$ cat config.mk
export PLATFORM = sky130hd
export DESIGN_NAME = flash_cmd_ctrl
export DESIGN_NICKNAME = d
export VERILOG_FILES = /design/src/rtl/flash_cmd_pkg.sv /design/src/rtl/flash_cmd_gate.sv /design/src/rtl/flash_op_decode.sv /design/src/rtl/flash_err_capture.sv /design/src/rtl/flash_cmd_ctrl.sv
export SDC_FILE = /design/constraint.sdc
export NUM_CORES = 1
export LEC_CHECK = 0
export ABC_AREA = 1
export BUFFER_PORTS_ARGS = -buffer_cell sky130_fd_sc_hd__buf_4
export CORE_MARGIN = 4
export CORE_UTILIZATION = 34
export CTS_CLUSTER_SIZE = 28
export DETAILED_ROUTE_END_ITERATION = 10
export GPL_TIMING_DRIVEN = 0
export PLACE_DENSITY = 0.76
export SLEW_MARGIN = 20
export SYNTH_ARGS = -nofsm -noshare
export SYNTH_HDL_FRONTEND = slang
export SYNTH_SLANG_ARGS = --single-unit
$ cat constraint.sdc
create_clock -name clk_i -period 1.2 [get_ports clk_i]
set_clock_uncertainty 0.2 [all_clocks]
set_input_delay 0 -clock clk_i [delete_from_list [all_inputs] [get_ports clk_i]]
set_output_delay 0 -clock clk_i [all_outputs]
set_load 0.05 [all_outputs]
$ cat src/rtl/flash_cmd_pkg.sv
package flash_cmd_pkg;
  localparam int OP_W = 4;

  localparam int BIT_START = 15;
  localparam int BIT_EN    = 14;
  localparam int BIT_WERR  = 13;
  localparam int BIT_LVERR = 12;
  localparam int BIT_HTEMP = 8;

  localparam logic [OP_W-1:0] OP_NOP   = 4'h0;
  localparam logic [OP_W-1:0] OP_WORD  = 4'h1;
  localparam logic [OP_W-1:0] OP_QUAD  = 4'h2;
  localparam logic [OP_W-1:0] OP_ROW   = 4'h3;
  localparam logic [OP_W-1:0] OP_PAGE  = 4'h4;
  localparam logic [OP_W-1:0] OP_LOWER = 4'h5;
  localparam logic [OP_W-1:0] OP_UPPER = 4'h6;
  localparam logic [OP_W-1:0] OP_ALL   = 4'h7;
  localparam logic [OP_W-1:0] OP_CHIP  = 4'hE;

  localparam logic [1:0] ECC_ALWAYS = 2'b00;

  typedef struct packed {
    logic            exec;
    logic            skip_ecc;
    logic [OP_W-1:0] op;
  } resolved_t;
endpackage

$ cat src/rtl/flash_cmd_gate.sv
module flash_cmd_gate (
  input  logic reg_we_i,
  input  logic start_req_i,
  input  logic en_q_i,
  input  logic busy_i,
  input  logic unlock_ok_i,
  input  logic temp_ovr_en_i,
  output logic launch_o,
  output logic op_we_o
);
  // start needs enable armed by an earlier write
  assign launch_o = reg_we_i & start_req_i & en_q_i & unlock_ok_i &
                    temp_ovr_en_i & ~busy_i;
  assign op_we_o  = reg_we_i & ~en_q_i;
endmodule

$ cat src/rtl/flash_op_decode.sv
module flash_op_decode
  import flash_cmd_pkg::*;
(
  input  logic [OP_W-1:0] op_i,
  input  logic [1:0]      ecc_mode_i,
  input  logic            dbg_access_i,
  output resolved_t       res_o
);
  always_comb begin
    res_o = '{exec: 1'b0, skip_ecc: 1'b0, op: op_i};
    unique case (op_i)
      OP_WORD: begin
        res_o.exec     = (ecc_mode_i != ECC_ALWAYS);
        res_o.skip_ecc = (ecc_mode_i != ECC_ALWAYS);
      end
      OP_QUAD, OP_ROW, OP_PAGE, OP_ALL: res_o.exec = 1'b1;
      OP_LOWER, OP_UPPER: begin
        res_o.exec = 1'b1;
        res_o.op   = OP_ALL;  // single bank
      end
      OP_CHIP: res_o.exec = dbg_access_i;
      default: res_o.exec = 1'b0;
    endcase
  end
endmodule

$ cat src/rtl/flash_err_capture.sv
module flash_err_capture (
  input  logic clk_i,
  input  logic rst_ni,
  input  logic clear_i,
  input  logic run_i,
  input  logic done_i,
  input  logic fail_i,
  input  logic lvd_i,
  input  logic htd_i,
  output logic werr_o,
  output logic lverr_o,
  output logic htemp_o
);
  always_ff @(posedge clk_i or negedge rst_ni) begin
    if (!rst_ni) begin
      werr_o  <= 1'b0;
      lverr_o <= 1'b0;
      htemp_o <= 1'b0;
    end else if (clear_i) begin
      werr_o  <= 1'b0;
      lverr_o <= 1'b0;
      htemp_o <= 1'b0;
    end else if (run_i) begin
      if (done_i && fail_i) werr_o <= 1'b1;
      if (lvd_i) lverr_o <= 1'b1;
      if (htd_i) htemp_o <= 1'b1;
    end
  end
endmodule

$ cat src/rtl/flash_cmd_ctrl.sv
module flash_cmd_ctrl
  import flash_cmd_pkg::*;
#(
  parameter int DATA_W = 32
) (
  input  logic              clk_i,
  input  logic              rst_ni,
  input  logic              reg_we_i,
  input  logic [DATA_W-1:0] reg_wdata_i,
  output logic [DATA_W-1:0] reg_rdata_o,
  input  logic              unlock_ok_i,
  input  logic              temp_ovr_en_i,
  input  logic              dbg_access_i,
  input  logic [1:0]        ecc_mode_i,
  input  logic              lvd_i,
  input  logic              htd_i,
  output logic              eng_start_o,
  output logic [OP_W-1:0]   eng_op_o,
  output logic              eng_skip_ecc_o,
  input  logic              eng_done_i,
  input  logic              eng_fail_i
);
  logic            start_q, active_q, en_q;
  logic [OP_W-1:0] op_q;
  logic            launch, op_we;
  resolved_t       res;
  logic            werr, lverr, htemp;
  logic            unused_wdata;

  assign unused_wdata = ^{reg_wdata_i[DATA_W-1:BIT_START+1],
                          reg_wdata_i[BIT_EN-1:OP_W]};

  flash_cmd_gate u_gate (
    .reg_we_i      (reg_we_i),
    .start_req_i   (reg_wdata_i[BIT_START]),
    .en_q_i        (en_q),
    .busy_i        (start_q),
    .unlock_ok_i   (unlock_ok_i),
    .temp_ovr_en_i (temp_ovr_en_i),
    .launch_o      (launch),
    .op_we_o       (op_we)
  );

  flash_op_decode u_dec (
    .op_i         (op_q),
    .ecc_mode_i   (ecc_mode_i),
    .dbg_access_i (dbg_access_i),
    .res_o        (res)
  );

  flash_err_capture u_err (
    .clk_i   (clk_i),
    .rst_ni  (rst_ni),
    .clear_i (launch && (op_q == OP_NOP)),
    .run_i   (start_q && active_q),
    .done_i  (eng_done_i),
    .fail_i  (eng_fail_i),
    .lvd_i   (lvd_i),
    .htd_i   (htd_i),
    .werr_o  (werr),
    .lverr_o (lverr),
    .htemp_o (htemp)
  );

  always_ff @(posedge clk_i or negedge rst_ni) begin
    if (!rst_ni) begin
      en_q <= 1'b0;
      op_q <= '0;
    end else begin
      if (reg_we_i) en_q <= reg_wdata_i[BIT_EN];
      if (op_we)    op_q <= reg_wdata_i[OP_W-1:0];
    end
  end

  always_ff @(posedge clk_i or negedge rst_ni) begin
    if (!rst_ni) begin
      start_q        <= 1'b0;
      active_q       <= 1'b0;
      eng_start_o    <= 1'b0;
      eng_op_o       <= '0;
      eng_skip_ecc_o <= 1'b0;
    end else if (launch) begin
      start_q        <= 1'b1;
      active_q       <= res.exec;
      eng_start_o    <= res.exec;
      eng_op_o       <= res.op;
      eng_skip_ecc_o <= res.exec & res.skip_ecc;
    end else begin
      eng_start_o    <= 1'b0;
      eng_skip_ecc_o <= 1'b0;
      // suppressed commands drop after one cycle
      if (start_q && (!active_q || eng_done_i)) begin
        start_q  <= 1'b0;
        active_q <= 1'b0;
      end
    end
  end

  always_comb begin
    reg_rdata_o            = '0;
    reg_rdata_o[BIT_START] = start_q;
    reg_rdata_o[BIT_EN]    = en_q;
    reg_rdata_o[BIT_WERR]  = werr;
    reg_rdata_o[BIT_LVERR] = lverr;
    reg_rdata_o[BIT_HTEMP] = htemp;
    reg_rdata_o[OP_W-1:0]  = op_q;
  end
endmodule

==> flow_metrics.py, run 1 <==
metrics = {
    "die": {
        "num_rows": 18,
        "io_pins": 82,
        "die_x_um": 60.8,
        "coreArea_sq_mm": 0.00257,
        "fp.dieH_um": 60.8,
        "dieArea_sq_mm": 0.00369,
        "start_util": 0.369,
    },
    "sta": {
        "rsz0062_at_grt": "true",
        "slew_violations": 0,
        "hold_viol_final": 7,
        "fin_setup_tns_ps": -485,
        "period_minus_slack_ps": 1300,
        "post-route-period-util": 1.08,
        "fmax_mhz": 771,
        "holdWs_ps": -37.0,
        "setup_viol": 9,
        "setup_ws_ps": -96.6,
    },
    "synthesis": {
        "ys_types": 15,
        "yosysSeqAreaShare": 0.423,
        "synthFlopType": "dfrtp_1",
        "synth.avg_cell_area_sq_um": 8.10,
        "synthesis.area_sq_um": 947,
        "synth_area_leaders": "dfrtp_1 42%, buf_4 22%, nand2_1 7.5%, inv_1 6.3%, nor2_1 5.9%",
        "yosysMostFrequentCell": "buf_4",
        "yosys.area.top_type": "dfrtp_1",
        "netlist_instances": 117,
        "yosys-top-cells-count": "28 x buf_4, 19 x nand2_1, 16 x dfrtp_1, 16 x inv_1, 15 x nor2_1",
        "synth_top_area_frac": 0.423,
        "synth_edf_count": 0,
        "ys_warn_count": 0,
        "synth-seq-cells": 16,
        "synthArstFlopShare": 1.00,
    },
    "placed_design": {
        "portBuffers": 32,
        "place_ws_ps": -163,
        "gp_congestion": 0.766,
        "dp_hpwl_mm": 1.56,
    },
    "pwr": {
        "power_density_mw_per_mm2": 1420,
        "p_int_uw": 1230,
        "irDropWorstVdd_mv": 1.40,
        "leakage_uw": 0.000894,
        "power_uw": 2210,
        "power_switching_uw": 985,
        "p_comb_frac": 0.541,
        "seqPwrFrac": 0.329,
        "p_sw_frac": 0.445,
        "clock_power_share": 0.129,
    },
    "drt": {
        "wl_met3_um": 190,
        "m1WireLength_um": 754,
        "vias": 886,
        "top_layer": "met4",
        "wirelength_mm": 2.12,
        "drc": 0,
        "dr_wl_met2_mm": 1.16,
        "firstDrtPassIters": 4,
        "via_per_inst": 3.94,
        "wl_per_cell_um": 9.41,
        "antenna_left": 0,
        "drtIter0Drc": 18,
    },
    "cells_and_area": {
        "drive_gt1_frac": 0.462,
        "nFillCells": 230,
        "antennaDiodeCount": 0,
        "syn_to_final_growth_pct": 64.2,
        "nNetsFinal": 240,
    },
    "critical_path": {
        "slowest_delay_ps": 440,
        "cp_max_fo": 10,
        "critPathKind": "flop to flop",
        "cp_slowest_cell": "dfrtp_2",
        "end_kind": "flop",
        "crit_chain": "nor2_2 > nand3b_1 > buf_6 > nand2_2 > nand3_1",
        "arrival_ps": 1260,
        "worstPathRequired_ps": 1170,
        "cp-start-kind": "flop",
        "reg2reg_slack_ps": -100,
        "worstRegToRegCells": 5,
    },
    "grt": {
        "grt_usage": 0.107,
        "grt_pass1_vias": 752,
        "grt_overflow": 0,
        "antenna_found_initial": 0,
        "grt_max_degree": 17,
        "grt_pass1_wl_mm": 2.97,
    },
    "clock_tree": {
        "cts-root-buf": "clkbuf_4",
        "cts_tree": "built",
        "cts_sinks": 16,
        "cts_buffers": 3,
        "cts_max_level": 1,
        "clk_latency_ps": 280,
        "ctsLongestPathBuffers": 2,
        "clk_pin_slew_ps": 80,
    },
    "outcome": {
        "outcome": "finished with violations",
        "failed_checks": "negative hold slack, negative setup slack",
    },
    "worst_hold_path": {
        "worstHoldPathType": "input pin to flop",
        "hold_depth": 7,
    },
    "run": {
        "drv_cap": 0,
    },
}
[registers in the layout, indices dropped and copies added, names as in the netlist]
signal and count:
en_q 1, op_q 4, eng_start_o 1, eng_skip_ecc_o 1, active_q 1, u_err.werr_o 1, u_err.lverr_o 1, start_q 1
eng_op_o 4, u_err.htemp_o 1
[layout make-up]
| cell class | instances | area [sq um] | area share |
|---|---|---|---|
| Tap cell | 30 | 37.5 | 0.0241 |
| Timing Repair Buffer | 52 | 440 | 0.283 |
| Sequential cell | 16 | 407 | 0.261 |
| Buffer | 29 | 221 | 0.142 |
| Inverter | 16 | 60.1 | 0.0386 |
| Multi-Input combinational cell | 78 | 363 | 0.233 |
| Clock buffer | 4 | 26.3 | 0.0169 |
[metrics by stage]
step	utilization	instances	hold slack, ps	area [sq um]
2_1_floorplan	-	139	-496	1040
3_3_place_gp	0.513	201	-334	1320
3_5_place_dp	0.513	201	-332	1320
4_1_cts	0.579	219	-99.5	1490
5_1_grt	0.606	225	-0.184	1560
6_report	0.606	225	-37.0	1560
[placed cells by master, fill, tap and decap left out, drive strengths merged]
cell type and n:
buf 67, conb 23, nand2 20, inv 16, dfrtp 16, nor2 15, dlygate4sd3 14, o21ai 7
a21oi 4, nand3 4, clkbuf 4, a31o 2, a31oi 2, nand3b 1
[worst max-delay path: cells and delay by family (launching register included)]
kind	cells	cell delay, ps
buf+inv	1	180
flops	1	440
simple gates	4	370
[layer usage]
| layer | track usage | up-vias |
|---|---|---|
| met5 | 0 | - |
| met4 | 0.0372 | 0 |
| met3 | 0.0277 | 2 |
| met2 | 0.195 | 35 |
| met1 | 0.118 | 382 |
| li1 | - | 467 |
[power groups by stage]
stage | sequential [uW] | combinational [uW] | clock [uW]
finish | 729 | 1200 | 286
global route | 741 | 1270 | 328
CTS | 729 | 1120 | 294
detailed placement | 741 | 1080 | 0
global placement | 734 | 1070 | 0
floorplan | 948 | 611 | 0
[what timing repair did]
item                                    CTS  global route
endpoints found under the setup margin   12            17
setup buffers                             2             3
hold buffers                             12             3
hold endpoints to repair                 28             4
pin swaps                                 2             1
gates resized for setup                   3             6
[final timing paths]
check | to | start
worst max-delay path | active_q | start_q
worst min-delay path | eng_skip_ecc_o | ecc_mode_i[1]
worst max register to register | active_q | start_q
worst min register to register | eng_op_o[2] | eng_op_o[2]
max in group asynchronous | op_q[0] | rst_ni
min in group asynchronous | eng_op_o[1] | rst_ni
[cells by family (layout without fill, tap and decap cells)]
logic type / count (synthesis) / in the layout / share of synthesized area
AO/OA/AOI/OAI: 15 / 15 / 0.106
flip-flops: 16 / 16 / 0.423
other: 1 / 23 / 0.00396
AND/OR/NAND/NOR: 40 / 40 / 0.170
buffers and inverters: 45 / 101 / 0.297
Note: power is estimated with default switching activity, not from simulation.
==> run 2: changes to the inputs <==
--- a/config.mk
+++ b/config.mk
@@ -16,4 +16,5 @@
 export SLEW_MARGIN = 20
 export SYNTH_ARGS = -nofsm -noshare
 export SYNTH_HDL_FRONTEND = slang
+export SYNTH_HIERARCHICAL = 1
 export SYNTH_SLANG_ARGS = --single-unit
==> run 2 against run 1 <==
The run ends with negative setup slack left. Hold slack improved by 60 ps. Synthesized area fell by 0.40%. Die area shrank 0.35%. Power decreased by 4.2%. Via count is 7.1% higher. Count of clock-buffer cells in the layout did not move. Largest cell class unchanged.
==> flow_metrics.py, run 2 <==
metrics = {
    "outcome": {
        "failed_checks": "negative setup slack",
        "outcome": "finished with violations",
    },
    "clock_tree": {
        "ctsLongestPathBuffers": 2,
        "clk_pin_slew_ps": 100,
        "cts_sinks": 16,
        "cts_tree": "built",
        "cts_max_level": 1,
        "cts-root-buf": "clkbuf_4",
        "clk_latency_ps": 290,
        "cts_buffers": 3,
    },
    "grt": {
        "grt_max_degree": 17,
        "grt_usage": 0.138,
        "grt_overflow": 0,
        "grt_pass1_wl_mm": 3.77,
        "grt_pass1_vias": 916,
        "antenna_found_initial": 0,
    },
    "worst_hold_path": {
        "worstHoldPathType": "input pin to flop",
        "hold_depth": 5,
        "hp-start": "reg_we_i",
    },
    "sta": {
        "setup_viol": 12,
        "period_minus_slack_ps": 1420,
        "slew_violations": 0,
        "rsz0062_at_grt": "true",
        "fmax_mhz": 706,
        "post-route-period-util": 1.18,
        "holdWs_ps": 23.3,
        "hold_viol_final": 0,
        "setup_ws_ps": -217,
    },
    "synthesis": {
        "yosysSeqAreaShare": 0.424,
        "yosys.area.top_type": "dfrtp_1",
        "synth_fa_ha_area_frac": 0,
        "synthArstFlopShare": 1.00,
        "netlist_instances": 125,
        "yosysMostFrequentCell": "nand2_1",
        "yosys-top-cells-count": "31 x nand2_1, 28 x buf_4, 18 x inv_1",
        "synthFlopType": "dfrtp_1",
        "synth_compound_area_frac": 0.0623,
        "synthMuxAreaShare": 0,
        "synth_edf_count": 0,
        "ys_warn_count": 6,
        "synthSimpleGateAreaFrac": 0.203,
        "synth_area_leaders": "dfrtp_1 42%, buf_4 22%, nand2_1 12%, inv_1 7.2%, nor2_1 5.2%",
        "synth.avg_cell_area_sq_um": 7.55,
        "synthesis.area_sq_um": 943,
        "ys_types": 14,
        "synth_top_area_frac": 0.424,
        "synth_top_family_by_area": "buffers and inverters",
        "synth-seq-cells": 16,
        "synth-xor-area-share": 0,
    },
    "pwr": {
        "power_density_mw_per_mm2": 1300,
        "irDropWorstVdd_mv": 0.953,
        "leakage_uw": 0.000939,
    },
    "drt": {
        "vias": 949,
        "via_per_inst": 4.06,
        "firstDrtPassIters": 4,
        "wl_per_cell_um": 10.5,
        "antenna_left": 0,
        "drtIter0Drc": 16,
        "drc": 0,
        "wirelength_mm": 2.46,
    },
    "cells_and_area": {
        "layout_commonest_cell": "buf_4",
        "reg_top3": "eng_op_o: 4 flops, op_q: 4 flops",
        "final_cells": 234,
        "seqCellArea_sq_um": 407,
        "mostFrequentLayoutCells": "55 x buf_4, 29 x nand2_1, 23 x conb_1, 16 x inv_1, 15 x dlygate4sd3_1",
        "syn_to_final_growth_pct": 73.3,
        "drive_gt1_frac": 0.431,
        "multi_input_area_sq_um": 378,
        "antennaDiodeCount": 0,
        "nNetsFinal": 249,
        "nFillCells": 214,
    },
    "die": {
        "start_util": 0.367,
        "num_rows": 18,
        "fp.dieH_um": 60.7,
        "coreArea_sq_mm": 0.00257,
        "die_x_um": 60.7,
        "dieArea_sq_mm": 0.00368,
        "io_pins": 82,
    },
    "critical_path": {
        "r2r_end": "u_err/lverr_o",
        "worstPathRequired_ps": 1190,
        "critPathKind": "flop to flop",
        "worstRegToRegCells": 6,
        "crit_path_end": "u_err/lverr_o",
        "arrival_ps": 1400,
        "cp-start-kind": "flop",
        "reg2reg_from": "start_q",
        "end_kind": "flop",
        "cp_max_fo": 5,
        "reg2reg_slack_ps": -220,
        "startpoint": "start_q",
    },
    "placed_design": {
        "portBuffers": 32,
        "dpl.cell_count": 209,
        "gp_congestion": 0.760,
        "dp_hpwl_mm": 1.68,
    },
    "run": {
        "drv_cap": 0,
    },
}
[run 2: cell families (layout without fill, tap and decap cells)]
| kind of cell | Yosys count | in the layout |
|---|---|---|
| other | 1 | 23 |
| AOI/OAI and AO/OA | 11 | 11 |
| DFF | 16 | 16 |
| and+or+nand+nor | 48 | 48 |
| buffers and inverters | 49 | 106 |
[run 2: metal layers]
layer / GRT usage / wire, um / up-vias
met2: 0.241 / 1390 / 39
met5: 0 / 0 / -
met1: 0.154 / 862 / 429
met3: 0.0404 / 191 / 2
met4: 0.0650 / 13 / 0
li1: - / - / 479
[run 2: area by class of cell]
cell class,count,share of cell area
plain buffers,28,0.126
repair buffers,55,0.305
multi-input cells,82,0.231
inverters,19,0.0436
clock buffers,4,0.0222
well taps,30,0.0230
flip-flops and latches,16,0.249
[run 2: where the power goes]
group	leakage (uW)	internal, uW	total, uW	switching [uW]
Sequential	0.000199	635	720	84.6
Combinational	0.000720	378	1040	665
Clock	0.0000210	185	356	171
Total	0.000939	1200	2120	922
[run 2: metrics by stage]
stage	total power (uW)	TNS [ps]	setup slack (ps)	util	cell area (sq um)
finish	2120	-1890	-217	0.637	1640
global route	2230	-2550	-262	0.637	1640
CTS	2050	-1520	-150	0.607	1560
detailed placement	1640	-1930	-262	0.513	1320
global placement	1620	-1290	-219	0.513	1320
floorplan	1400	-612	-99.6	-	1040
[run 2: critical path, cell delays in order, from the launching register on]
cell	delay [ps]
dfrtp_2	440
nor2_1	120
nand2_1	100
nor2_4	190
nand2_2	80
nor2_4	120
nor2_1	60
[run 2: worst min path at each step]
| stage | to |
|---|---|
| 2_1_floorplan | active_q |
| 3_3_place_gp | eng_op_o[1] |
| 3_5_place_dp | eng_op_o[0] |
| 4_1_cts | en_q |
| 5_1_grt | start_q |
| 6_report | start_q |
[run 2: what timing repair did]
item,CTS,global route
buffers inserted,6,2
pin swaps,2,5
resized for setup,10,17
hold buffers,13,2
endpoints found under the setup margin,18,21
hold endpoints to repair,28,5
==> run 3: changes to the inputs <==
--- a/config.mk
+++ b/config.mk
@@ -13,6 +13,7 @@
 export DETAILED_ROUTE_END_ITERATION = 10
 export GPL_TIMING_DRIVEN = 0
 export PLACE_DENSITY = 0.76
+export RECOVER_POWER = 25
 export SLEW_MARGIN = 20
 export SYNTH_ARGS = -nofsm -noshare
 export SYNTH_HDL_FRONTEND = slang
==> run 3 against run 2 <==
The run still ends with negative setup slack left. Cell area stayed put. Sequential power hardly changed. Critical path depth stayed put. Global-route usage stayed put. First-iteration DRC count stayed put. Final cell count stayed put. Utilization stayed put. Power hardly changed. Via count is 0.21% higher. Sequential share of layout area stayed put. Non-clock buffer count stayed put. Critical endpoint unchanged.
==> flow_metrics.py, run 3 (synthesis results as in run 2) <==
metrics = {
    "die": {
        "start_util": 0.367,
        "io_pins": 82,
        "coreArea_sq_mm": 0.00257,
        "num_rows": 18,
        "dieArea_sq_mm": 0.00368,
        "die_x_um": 60.7,
        "fp.dieH_um": 60.7,
    },
    "worst_hold_path": {
        "hp-start": "reg_we_i",
        "hold_depth": 5,
        "hold_end": "start_q",
        "worstHoldPathType": "input pin to flop",
    },
    "grt": {
        "grt_pass1_wl_mm": 3.77,
        "grt_max_degree": 17,
        "grt_pass1_vias": 916,
        "grt_usage": 0.138,
        "grt_overflow": 0,
        "antenna_found_initial": 0,
    },
    "critical_path": {
        "slowest_delay_ps": 440,
        "end_kind": "flop",
        "worstPathRequired_ps": 1190,
        "cp-start-kind": "flop",
        "cp_slowest_cell": "dfrtp_2",
        "cp_max_fo": 5,
        "r2r_end": "u_err/lverr_o",
        "arrival_ps": 1400,
        "reg2reg_slack_ps": -220,
        "critPathKind": "flop to flop",
        "worstRegToRegCells": 6,
        "crit_chain": "nor2_1 > nand2_1 > nor2_4 > nand2_2 > nor2_4 > nor2_1",
        "reg2reg_from": "start_q",
    },
    "drt": {
        "via_per_inst": 4.06,
        "drc": 0,
        "firstDrtPassIters": 4,
        "wirelength_mm": 2.45,
        "drtIter0Drc": 16,
        "wl_per_cell_um": 10.5,
        "vias": 951,
        "antenna_left": 0,
    },
    "sta": {
        "setup_viol": 12,
        "slew_violations": 0,
        "post-route-period-util": 1.18,
        "period_minus_slack_ps": 1420,
        "rsz0062_at_grt": "true",
        "fmax_mhz": 706,
        "hold_viol_final": 0,
        "setup_ws_ps": -217,
    },
    "clock_tree": {
        "clk_pin_slew_ps": 100,
        "clk_latency_ps": 290,
        "cts_buffers": 3,
        "cts_sinks": 16,
        "ctsLongestPathBuffers": 2,
        "cts_tree": "built",
        "cts_max_level": 1,
        "cts-root-buf": "clkbuf_4",
    },
    "outcome": {
        "outcome": "finished with violations",
        "failed_checks": "negative setup slack",
    },
    "cells_and_area": {
        "syn_to_final_growth_pct": 73.3,
        "fin_util": 0.637,
        "drive_gt1_frac": 0.431,
        "reg_top3": "eng_op_o: 4 flops, op_q: 4 flops",
        "mostFrequentLayoutCells": "54 x buf_4, 29 x nand2_1, 23 x conb_1, 16 x inv_1, 15 x dlygate4sd3_1",
        "antennaDiodeCount": 0,
        "nNetsFinal": 249,
        "layout_commonest_cell": "buf_4",
    },
    "pwr": {
        "leakage_uw": 0.000939,
        "irDropWorstVdd_mv": 0.955,
        "power_density_mw_per_mm2": 1300,
        "power_uw": 2120,
    },
    "run": {
        "drv_cap": 0,
    },
    "placed_design": {
        "dp_hpwl_mm": 1.68,
        "gp_congestion": 0.760,
        "portBuffers": 32,
        "place_ws_ps": -262,
    },
}
-- run 3: changes by cell type in the layout (fill, tap and decap cells not counted) --
cell / previous run / this run
buf_4: 55 / 54
clkbuf_4: 3 / 4
-- run 3: repair_timing --
action / in CTS / in global routing
setup buffers: 6 / 2
hold endpoints to repair: 28 / 5
setup endpoints to repair: 18 / 21
hold buffers: 13 / 2
gates cloned: 0 / 0
pin swaps: 2 / 5
resized for setup: 10 / 17
-- run 3: through the flow --
step	instance area, sq um	instances	hold slack, ps	TNS (ps)
3_3_place_gp	1320	209	-335	-1290
2_1_floorplan	1040	147	-496	-612
4_1_cts	1560	232	-286	-1520
3_5_place_dp	1320	209	-330	-1930
6_report	1640	234	21.3	-1880
5_1_grt	1640	234	3.98	-2550
-- run 3: worst max-delay path by stage --
stage / start / endpoint / slack [ps] / cells after the start
after detailed placement: start_q / u_err/htemp_o / -260 / 6
after CTS: start_q / u_err/htemp_o / -150 / 6
final: start_q / u_err/lverr_o / -220 / 6
after global placement: start_q / u_err/htemp_o / -220 / 6
after global routing: start_q / u_err/lverr_o / -260 / 6
after floorplan: en_q / u_err/htemp_o / -100 / 7
-- run 3: critical path: cells and delay by family, from the launching register on --
kind	cells	cell delay (ps)
AND/OR/NAND/NOR	6	670
flip-flops	1	440
-- run 3: power breakdown --
part / internal, uW / leakage, uW / total [uW] / switching [uW]
logic: 378 / 0.000719 / 1040 / 665
registers: 635 / 0.000199 / 719 / 84.4
clock network: 185 / 0.0000210 / 358 / 173
-- run 3: routing by layer --
layer | share of wire | wire length [um] | vias to the layer above | track usage
met5 | 0 | 0 | - | 0
li1 | - | - | 478 | -
met2 | 0.57 | 1390 | 41 | 0.241
met3 | 0.079 | 195 | 2 | 0.0404
met4 | 0.0053 | 13 | 0 | 0.0650
met1 | 0.35 | 853 | 430 | 0.154
-- run 3: area by class of cell --
type	instances	area, sq um
multi-input combinational	82	378
sequential	16	407
buffer	28	206
inverter	19	71.3
fill	214	932
timing repair buffer	55	499
tap	30	37.5
clock buffer	4	36.3
